$ cat config.mk
export PLATFORM = sky130hd
export DESIGN_NAME = wt_dcache
export DESIGN_NICKNAME = d
export VERILOG_FILES = /design/src/rtl/wtc_pkg.sv /design/src/rtl/wtc_fifo.sv /design/src/rtl/wtc_tagstore.sv /design/src/rtl/wt_dcache.sv
export SDC_FILE = /design/constraint.sdc
export NUM_CORES = 1
export LEC_CHECK = 0
export CORE_ASPECT_RATIO = 0.9
export CORE_MARGIN = 1
export CORE_UTILIZATION = 45
export CTS_CLUSTER_DIAMETER = 100
export DETAILED_ROUTE_END_ITERATION = 8
export DONT_BUFFER_PORTS = 1
export GPL_ROUTABILITY_DRIVEN = 0
export SLEW_MARGIN = 20
export SYNTH_ARGS = -nofsm -noshare
export SYNTH_HDL_FRONTEND = slang
export SYNTH_HIERARCHICAL = 1
export SYNTH_SLANG_ARGS = --single-unit
$ cat constraint.sdc
create_clock -name clk -period 4.7 [get_ports clk]
set_input_delay 0.47 -clock clk [delete_from_list [all_inputs] [get_ports clk]]
set_output_delay 0.47 -clock clk [all_outputs]
set_load 0.02 [all_outputs]
$ cat src/rtl/wtc_pkg.sv
// Shared types of the write-through cache controller.
package wtc_pkg;
    // Which source the response phase serves in a given cycle.
    typedef enum logic [1:0] {
        SRC_NONE = 2'd0,
        SRC_HIT  = 2'd1,
        SRC_MISS = 2'd2,
        SRC_FILL = 2'd3
    } rsp_src_e;
endpackage

$ cat src/rtl/wtc_fifo.sv
// Small in-order queue of miss entries.
// Assumes the caller never pushes when full or pops when empty;
// a push and a pop in the same cycle are both honoured.
module wtc_fifo #(
    parameter int W     = 16,
    parameter int DEPTH = 2
) (
    input  logic         clk,
    input  logic         rst_n,
    input  logic         push,
    input  logic [W-1:0] din,
    input  logic         pop,
    output logic [W-1:0] dout,
    output logic         empty,
    output logic         full
);
    localparam int PTR_W = (DEPTH > 1) ? $clog2(DEPTH) : 1;
    localparam int CNT_W = $clog2(DEPTH + 1);

    logic [W-1:0]     slot_q [DEPTH];
    logic [PTR_W-1:0] wr_q, rd_q;
    logic [CNT_W-1:0] cnt_q;
    logic             do_push, do_pop;

    function automatic logic [PTR_W-1:0] bump(input logic [PTR_W-1:0] p);
        return (p == PTR_W'(DEPTH - 1)) ? '0 : p + 1'b1;
    endfunction

    assign empty   = (cnt_q == '0);
    assign full    = (cnt_q == CNT_W'(DEPTH));
    assign do_push = push && !full;
    assign do_pop  = pop && !empty;
    assign dout    = slot_q[rd_q];

    // Pointer and occupancy update.
    always_ff @(posedge clk) begin
        if (!rst_n) begin
            wr_q  <= '0;
            rd_q  <= '0;
            cnt_q <= '0;
        end else begin
            if (do_push) wr_q <= bump(wr_q);
            if (do_pop)  rd_q <= bump(rd_q);
            if (do_push && !do_pop)      cnt_q <= cnt_q + 1'b1;
            else if (do_pop && !do_push) cnt_q <= cnt_q - 1'b1;
        end
    end

    // Entry storage, no reset needed.
    always_ff @(posedge clk) begin
        if (do_push) slot_q[wr_q] <= din;
    end
endmodule

$ cat src/rtl/wtc_tagstore.sv
// Direct-mapped tag, valid and data arrays.
// One combinational lookup port, one word read port, one word write
// port and one line fill port. Assumes word write and fill never
// occur in the same cycle; the fill wins if they do.
module wtc_tagstore #(
    parameter int IDX_W      = 3,
    parameter int TAG_W      = 11,
    parameter int OFF_W      = 2,
    parameter int DATA_W     = 32
) (
    input  logic                          clk,
    input  logic                          rst_n,
    input  logic [IDX_W-1:0]              lk_idx,
    input  logic [TAG_W-1:0]              lk_tag,
    output logic                          lk_hit,
    input  logic [IDX_W-1:0]              rd_idx,
    input  logic [OFF_W-1:0]              rd_off,
    output logic [DATA_W-1:0]             rd_word,
    input  logic                          wr_en,
    input  logic [IDX_W-1:0]              wr_idx,
    input  logic [OFF_W-1:0]              wr_off,
    input  logic [DATA_W-1:0]             wr_word,
    input  logic                          fill_en,
    input  logic [IDX_W-1:0]              fill_idx,
    input  logic [TAG_W-1:0]              fill_tag,
    input  logic [DATA_W*(1<<OFF_W)-1:0]  fill_line
);
    localparam int LINES = 1 << IDX_W;
    localparam int WORDS = 1 << OFF_W;

    logic [LINES-1:0]  vld_q;
    logic [TAG_W-1:0]  tag_q  [LINES];
    logic [DATA_W-1:0] data_q [LINES][WORDS];

    assign lk_hit  = vld_q[lk_idx] && (tag_q[lk_idx] == lk_tag);
    assign rd_word = data_q[rd_idx][rd_off];

    // Valid bits: cleared by reset, set by a fill.
    always_ff @(posedge clk) begin
        if (!rst_n)       vld_q <= '0;
        else if (fill_en) vld_q[fill_idx] <= 1'b1;
    end

    // Tag and data arrays: whole-line fill or single-word update.
    always_ff @(posedge clk) begin
        if (fill_en) begin
            tag_q[fill_idx] <= fill_tag;
            for (int w = 0; w < WORDS; w++) begin
                data_q[fill_idx][w] <= fill_line[w*DATA_W +: DATA_W];
            end
        end else if (wr_en) begin
            data_q[wr_idx][wr_off] <= wr_word;
        end
    end
endmodule

$ cat src/rtl/wt_dcache.sv
// Non-blocking write-through direct-mapped data cache controller.
// Request phase: tag lookup and accept decision in the offered cycle;
// memory pushes and miss-queue pushes happen in the accept cycle.
// Response phase: one cycle later, serves hit slot, then miss slot,
// then a returned line. Assumes the memory answers line reads in order
// and the processor consumes every response cycle.
module wt_dcache
    import wtc_pkg::*;
#(
    parameter int ADDR_W      = 16,
    parameter int DATA_W      = 32,
    parameter int LINE_WORDS  = 4,
    parameter int LINES       = 8,
    parameter int MISSQ_DEPTH = 2,
    parameter bit BLOCKING    = 1'b0
) (
    input  logic                         clk,
    input  logic                         rst_n,
    input  logic                         req_valid,
    input  logic                         req_store,
    input  logic [ADDR_W-1:0]            req_addr,
    input  logic [DATA_W-1:0]            req_wdata,
    output logic                         req_accept,
    output logic                         rsp_valid,
    output logic [DATA_W-1:0]            rsp_data,
    input  logic                         mreq_full,
    output logic                         mreq_push,
    output logic                         mreq_store,
    output logic [ADDR_W-1:0]            mreq_addr,
    output logic [DATA_W-1:0]            mreq_wdata,
    input  logic                         mrsp_empty,
    input  logic [DATA_W*LINE_WORDS-1:0] mrsp_line,
    output logic                         mrsp_pop
);
    localparam int OFF_W = $clog2(LINE_WORDS);
    localparam int IDX_W = $clog2(LINES);
    localparam int TAG_W = ADDR_W - IDX_W - OFF_W;

    logic [OFF_W-1:0]  req_off, head_off, hit_off_q;
    logic [IDX_W-1:0]  req_idx, head_idx, hit_idx_q;
    logic [TAG_W-1:0]  req_tag, head_tag;
    logic [ADDR_W-1:0] head_addr;
    logic [DATA_W-1:0] hit_wd_q, rd_word;
    logic              hit_v_q, hit_st_q, miss_v_q;
    logic              lk_hit, missq_empty, missq_full;
    logic              take_hit, take_miss, take_store;
    logic              fill_now, collide;
    rsp_src_e          src;

    assign req_off  = req_addr[OFF_W-1:0];
    assign req_idx  = req_addr[OFF_W +: IDX_W];
    assign req_tag  = req_addr[ADDR_W-1 -: TAG_W];
    assign head_off = head_addr[OFF_W-1:0];
    assign head_idx = head_addr[OFF_W +: IDX_W];
    assign head_tag = head_addr[ADDR_W-1 -: TAG_W];

    // Response source selection in fixed priority.
    always_comb begin
        if (hit_v_q)                          src = SRC_HIT;
        else if (miss_v_q)                    src = SRC_MISS;
        else if (!mrsp_empty && !missq_empty) src = SRC_FILL;
        else                                  src = SRC_NONE;
    end

    assign fill_now = (src == SRC_FILL);
    assign collide  = fill_now && (head_idx == req_idx);

    // Accept decision for the offered request.
    always_comb begin
        req_accept = 1'b0;
        if (req_valid && !(BLOCKING && !missq_empty)) begin
            if (req_store)    req_accept = !mreq_full && missq_empty;
            else if (collide) req_accept = 1'b0;
            else if (lk_hit)  req_accept = 1'b1;
            else              req_accept = !mreq_full && !missq_full;
        end
    end

    assign take_store = req_valid && req_accept && req_store;
    assign take_hit   = req_valid && req_accept && lk_hit;
    assign take_miss  = req_valid && req_accept && !req_store && !lk_hit;

    // Memory request: word write for stores, line read for load misses.
    assign mreq_push  = take_store || take_miss;
    assign mreq_store = req_store;
    assign mreq_addr  = req_store ? req_addr : {req_tag, req_idx, {OFF_W{1'b0}}};
    assign mreq_wdata = req_wdata;
    assign mrsp_pop   = fill_now;

    // One-cycle hit and miss slots handed to the response phase.
    always_ff @(posedge clk) begin
        if (!rst_n) begin
            hit_v_q   <= 1'b0;
            miss_v_q  <= 1'b0;
            hit_st_q  <= 1'b0;
            hit_idx_q <= '0;
            hit_off_q <= '0;
            hit_wd_q  <= '0;
        end else begin
            hit_v_q  <= take_hit;
            miss_v_q <= take_miss;
            if (take_hit) begin
                hit_st_q  <= req_store;
                hit_idx_q <= req_idx;
                hit_off_q <= req_off;
                hit_wd_q  <= req_wdata;
            end
        end
    end

    // Response word: cached word for a load hit, saved offset for a fill.
    assign rsp_valid = ((src == SRC_HIT) && !hit_st_q) || fill_now;
    assign rsp_data  = fill_now ? mrsp_line[int'(head_off)*DATA_W +: DATA_W] : rd_word;

    wtc_fifo #(.W(ADDR_W), .DEPTH(MISSQ_DEPTH)) u_missq (
        .clk   (clk),
        .rst_n (rst_n),
        .push  (take_miss),
        .din   (req_addr),
        .pop   (fill_now),
        .dout  (head_addr),
        .empty (missq_empty),
        .full  (missq_full)
    );

    wtc_tagstore #(.IDX_W(IDX_W), .TAG_W(TAG_W), .OFF_W(OFF_W), .DATA_W(DATA_W)) u_store (
        .clk       (clk),
        .rst_n     (rst_n),
        .lk_idx    (req_idx),
        .lk_tag    (req_tag),
        .lk_hit    (lk_hit),
        .rd_idx    (hit_idx_q),
        .rd_off    (hit_off_q),
        .rd_word   (rd_word),
        .wr_en     ((src == SRC_HIT) && hit_st_q),
        .wr_idx    (hit_idx_q),
        .wr_off    (hit_off_q),
        .wr_word   (hit_wd_q),
        .fill_en   (fill_now),
        .fill_idx  (head_idx),
        .fill_tag  (head_tag),
        .fill_line (mrsp_line)
    );
endmodule

# Word-level counts from Yosys, hierarchy flattened
# Memories as Yosys holds them, arrays and structs flattened. A register that Yosys moved wholly into a read port is not among the register bits.
# Index checks and enable logic that the tools add are counted.
# Widths: inputs -> output; s select.
totals:
  output_inout_bits: 85
  word_cells: 98
  memories: 3
  ramBits: 1144
  regBits: 52
classes:
  n_eq_ne: 5
  reduce_logical: 32
  addsub: 4
  n_lt_le_gt_ge: 5
  shifts: 1
  bitwise: 2
  muxes: 36
memory_table:
  columns: ["memory", "depth", "word_bits", "read_ports", "rd_ports_with_merged_regs", "wr", "line", "source"]
  rows:
  - ["u_store.data_q", 8, 128, 1, 1, 1, "wtc_tagstore.sv:33", "logic [DATA_W-1:0] data_q [LINES][WORDS];"]
  - ["u_store.tag_q", 8, 11, 1, 0, 1, "wtc_tagstore.sv:32", "logic [TAG_W-1:0] tag_q [LINES];"]
  - ["u_missq.slot_q", 2, 16, 1, 1, 1, "wtc_fifo.sv:20", "logic [W-1:0] slot_q [DEPTH];"]
op_table:
  columns: ["operator", "n"]
  rows:
  - ["$mux 128", 3]
  - ["$mux 32", 4]
  - ["$reduce_or 128->1", 1]
  - ["$shiftx 128x8->32", 1]
  - ["$bmux 32 s2", 1]
  - ["$demux 32 s2", 1]
  - ["$logic_and 1x1->1", 18]
  - ["$mux 1", 16]
  - ["$mux 2", 6]
  - ["$eq 11x11->1", 1]
  - ["$logic_not 1->1", 9]
  - ["$mux 3", 3]
  - ["$lt 3x4->1 const B", 2]
  - ["$or 8x8->8", 1]
  - ["$eq 2x2->1 const B", 2]
  - ["$bmux 1 s3", 1]
  - ["$demux 1 s3", 1]
  - ["$eq 3x3->1", 1]
  - ["$ge 3x1->1 const B", 1]
  - ["$ge 3x3->1 const B", 1]
  - ["$lt 3x1->1 const B", 1]
  - ["$not 2->3", 1]
  - ["$add 1x1->1 const B", 2]
  - ["$add 2x1->2 const B", 1]
  - ["5 further kinds", 6]

# Depth between registers and ports, before layout
logic_depth:
  depth_word: 19
  depth_mapped: 17
  ltp_nobuf: 15

# By module
# The synthesis kept the hierarchy.
by_module_without_submodules:
  columns: ["mod", "area_per_inst_um2", "instances", "cells_per_inst"]
  rows:
  - ["wtc_tagstore", 43937.1, 1, 2022]
  - ["wt_dcache", 3174.3, 1, 311]
  - ["wtc_fifo", 1387.6, 1, 75]

# Least setup slack after synthesis
# OpenSTA, ideal clock, no wires.
synth_timing:
  kind: "input to register"
  from: "input port req_addr[2]"
  to: "memory u_missq.slot_q[0][0] (enable)"
  path_slack_ns: 0.459
  setup_time_ns: 0.388
  cell_stages: 12
  path_buffers: 2
  t_arrival_ns: 3.853
  required_ns: 4.312
  cell_sequence: "buf_2 > buf_2 > mux4_2 > a21oi_1 > o21ai_0 > nor4_1 > or2_2 > o221ai_1 > a21oi_1 > and2_1 > inv_1 > nor3_2"
synth_between:
  elab_chain_len: 13
synth_lines:
  columns: ["element", "line", "source"]
  rows:
  - ["start, declared", "wt_dcache.sv:21", "input logic [ADDR_W-1:0] req_addr,"]
  - ["$mem_v2 8x11 / $bmux 1 s3 (equally long branches)", null, null]
  - ["$eq 11x11->1 / $mux 1 (equally long branches)", "wtc_tagstore.sv:35", "assign lk_hit = vld_q[lk_idx] && (tag_q[lk_idx] == lk_tag);"]
  - ["$logic_and 1x1->1 (*)", "wtc_tagstore.sv:35", null]
  - ["net lk_hit", "wt_dcache.sv:45", "logic lk_hit, missq_empty, missq_full;"]
  - ["$mux 1 (*)", "wt_dcache.sv:74", "else if (lk_hit) req_accept = 1'b1;"]
  - ["$mux 1 (*)", "wt_dcache.sv:73", "else if (collide) req_accept = 1'b0;"]
  - ["$mux 1 (*)", "wt_dcache.sv:72", "if (req_store) req_accept = !mreq_full && missq_empty;"]
  - ["$mux 1 (*)", "wt_dcache.sv:71", "if (req_valid && !(BLOCKING && !missq_empty)) begin"]
  - ["net req_accept", "wt_dcache.sv:23", "output logic req_accept,"]
  - ["$logic_and 1x1->1 (*) (3 in a row)", "wt_dcache.sv:81", "assign take_miss = req_valid && req_accept && !req_store && !lk_hit;"]
  - ["net take_miss", "wt_dcache.sv:46", "logic take_hit, take_miss, take_store;"]
  - ["$logic_and 1x1->1 (*)", "wtc_fifo.sv:31", "assign do_push = push && !full;"]
  - ["$mux 1 (*)", "wtc_fifo.sv:51", "if (do_push) slot_q[wr_q] <= din;"]
  - ["$mux 1 (not written as such) (*)", "wtc_fifo.sv:51", null]
  - ["end, declared", "wtc_fifo.sv:20", null]
# Mark *: on every way through the listed nets, which the timed path passes. The rest lies on a longest branch. The select of a mux whose other input is x is not followed.

# Final worst setup path
layout_timing:
  from: "memory u_store.tag_q[0][5]"
  to: "output port mreq_push"
layout_between:
  elab_chain_len: 11
layout_lines:
  columns: ["element", "line", "source"]
  rows:
  - ["start, declared", "wtc_tagstore.sv:32", null]
  - ["$mem_v2 8x11 (*)", null, null]
  - ["$eq 11x11->1 (*)", "wtc_tagstore.sv:35", null]
  - ["$logic_and 1x1->1 (*)", "wtc_tagstore.sv:35", null]
  - ["net lk_hit", "wt_dcache.sv:45", null]
  - ["$mux 1", "wt_dcache.sv:74", null]
  - ["$mux 1", "wt_dcache.sv:73", null]
  - ["$mux 1", "wt_dcache.sv:72", null]
  - ["$mux 1", "wt_dcache.sv:71", null]
  - ["$logic_and 1x1->1", "wt_dcache.sv:79, wt_dcache.sv:81", null]
  - ["$logic_and 1x1->1 (2 in a row)", "wt_dcache.sv:81", null]
  - ["$logic_or 1x1->1 (*)", "wt_dcache.sv:84", "assign mreq_push = take_store || take_miss;"]
  - ["end, declared", "wt_dcache.sv:27", "output logic mreq_push,"]
# Mark *: on every way through the listed nets, which the timed path passes. The rest lies on a longest branch.

==> summary.md <==
| Metric | Value |
|---|---|
| Status | `finished, final reports clean` |
| RSZ-0062 raised after global routing | `no` |
| Post-Route Skew | `0.0544 ns` |
| # rows | `~110` |
| Flop-to-flop setup slack | `0.59 ns` |
| Worst Tran Pin Value | `1.09 ns` |
| DRT Wirelength | `between 100000 and 150000 um` |
| Number of port buffers | `0` |
| Crit-path max FO | `4` |
| Detail Placement HPWL | `roughly 80000 um` |
| Most frequent cells in the layout | `edfxtp_1 (1144), nand2_1 (384), mux4_2 (372)` |
| Nets | `2663` |
| Max-cap violations | `0` |
| Final slew viol count | `0` |
| Core Region | `between 100000 and 150000 um2` |
| Worst vdd ir | `0.310 mV` |
| Die H | `313 um` |
| Clock Latency Late Sink | `0.71 ns` |
| Nature of the critical path endpoint | `output port` |
| Async S/R FF share, synth | `0` |
| Gate Count Post-Synth | `2408` |
| Layout cell share with drive strength beyond 1 | `0.286` |
| Type of origin of the critical path | `flip-flop` |
| IO Pins | `~270` |
| CP required | `around 4.2 ns` |
| Clk slew on worst S/H paths | `approximately 0.060 ns` |
| Hold crit path type | `in -> reg` |
| Overflow after GRT | `0` |
| H-tree depth | `3` |
| Post-CTS sizing | `0` |
| Clk root buf | `clkbuf_16` |
| Antenna Nets Post-Route | `0` |
| Total negative setup slack | `0 ns` |
| GRT Total Usage | `0.238` |
| Post-route insts no fill | `4031` |
| Power per cell area | `398 nW/um2` |
| Max-slew headroom | `0.272` |
| Leak pwr | `17.1 nW` |
| Starting density of the core | `0.457` |
| Top_reg_cell synth | `edfxtp_1` |
| Hold Slack | `0.125 ns` |
| Wire per inst | `31.9 um` |
| Mean Syn Cell Area | `20.1 um2` |
| Post-synth EDFFs | `approximately 1100` |
| Leading cell type in the layout, fill and taps excluded | `edfxtp_1` |
| Setup Viol. Count Final | `0` |
| Drt pass-1 iters | `7` |
| Die span in x | `between 300 and 400 um` |
| Largest net degree at the start of global routing | `105` |
| Placed cell area | `around 50000 um2` |
| Post-Place Cells | `3748` |
| Via density | `6.08` |
| Yosys cell types | `45` |
| DRC violations left | `0` |
| Vias in the first global route | `25019` |
| DRT iter0 DRCs | `2899` |
| # clock sinks | `1197` |
| Fin area | `54700 um2` |
| Yosys warnings | `6` |
| Peak Freq | `228 MHz` |
| Type of the worst setup path | `reg -> out` |
| Initial antenna violation count | `13` |
| Post-Syn Nets | `2591` |
| Die ar. | `109000 um2` |
| Util after Layout | `0.515` |
| Period utilization | `0.932` |
| Fin. Hold Viols | `0` |
| Vias | `24494` |
| Synth Register Bits | `between 1000 and 1500` |
| CTS tree | `built` |
| Clk buf depth | `3` |
| Sequential share of the synthesized area | `0.730` |
| Final Critical Period | `4.38 ns` |
| Synthesis-to-finish area growth | `12.9%` |
| Total CTS buffers | `117` |
| Post-Syn Area | `48500 um2` |
| First-pass GRT wire length | `183000 um` |
| CP Data Arrival Time | `slightly below 4 ns` |
-- where the power goes --
part           switching, mW  total [mW]  internal (mW)  leakage, nW
combinational          0.524       0.766          0.242         4.56
sequential            0.0285        11.8           11.8         10.7
clock                   3.93        9.18           5.25         1.82
total                   4.48        21.8           17.3         17.1
-- through the flow --
stage | total power, mW | setup slack (ns)
floorplan | 12.6 | 0.459
global placement | 12.7 | 0.456
detailed placement | 12.8 | 0.465
CTS | 22.0 | 0.243
global route | 22.4 | 0.145
finish | 21.8 | 0.320
-- sequential cells by signal (all words and copies together) (netlist names), named ones only --
signal / count
u_missq/rd_q: 1
u_missq/slot_q: 32
hit_st_q: 1
hit_idx_q: 3
hit_wd_q: 32
u_store/data_q: 1024
u_missq/cnt_q: 2
u_missq/wr_q: 1
u_store/vld_q: 8
miss_v_q: 1
hit_v_q: 1
u_store/tag_q: 88
hit_off_q: 2
-- cell type report --
| cell class | count | area [um2] |
|---|---|---|
| fill | 8327 | 51400 |
| clock inverter | 73 | 711 |
| sequential | 1197 | 35400 |
| tap | 1437 | 1800 |
| timing repair buffer | 128 | 1250 |
| inverter | 8 | 30.0 |
| multi-input combinational | 1028 | 12400 |
| clock buffer | 143 | 3050 |
| antenna | 17 | 42.5 |
-- timing repair --
item                                   CTS  global route
buffers inserted                         0             0
endpoints found under the hold margin   85             0
hold buffers                            50             0
-- logic make-up after synthesis --
kind of cell             after synthesis  synth area share
multiplexers                         511             0.203
adder cells (fa/ha/maj)                1          0.000258
AO/OA/AOI/OAI                         36           0.00524
flip-flops                          1197             0.730
XOR/XNOR                              13           0.00235
buffers and inverters                183            0.0198
AND/OR/NAND/NOR                      467            0.0386
-- critical path: stages, from the launching register on --
cell and delay, ns:
edfxtp_1 0.38, mux4_2 0.47, mux2i_1 0.17, xor2_1 0.20
nand4_1 0.17, nor4_1 0.64, buf_4 0.24, or2_2 0.10
o221ai_1 0.16, a21oi_1 0.17, buf_4 0.19, a32o_1 0.30
-- path summary, 6_finish.rpt --
check / start / to / cells past startpoint
setup / recovery: u_store/tag_q[0][5]$_DFFE_PP_ / mreq_push / 11
hold / removal: mrsp_line[55] / u_store/data_q[4][87]$_DFFE_PP_ / 2
setup reg to reg: u_store/tag_q[0][5]$_DFFE_PP_ / u_missq/cnt_q[1]$_SDFFE_PN0P_ / 16
hold reg to reg: u_store/vld_q[3]$_SDFFE_PN0P_ / u_store/vld_q[3]$_SDFFE_PN0P_ / 1
-- routing by layer --
layer,routed length (um),vias up,share of wire,GRT usage
li1,-,9872,-,-
met1,53300,13254,0.41,0.336
met2,61200,1150,0.48,0.376
met3,10600,212,0.082,0.0502
met4,3520,6,0.027,0.0700
met5,41,-,0.00032,0
-- cell usage after synthesis (all sizes together), types with 5 or more instances --
cell type | number | area, um2
a21oi | 5 | 25.0
a22oi | 5 | 37.5
a31oi | 5 | 31.3
and2 | 9 | 56.3
buf | 113 | 698
clkbuf | 62 | 233
dfxtp | 53 | 1060
edfxtp | 1144 | 34400
inv | 8 | 30.0
mux2 | 80 | 901
mux2i | 59 | 591
mux4 | 372 | 8380
nand2 | 384 | 1440
nand2b | 6 | 37.5
nor2 | 43 | 161
o21a | 9 | 67.6
xor2 | 11 | 96.3
(Power assumes the default switching activity.)
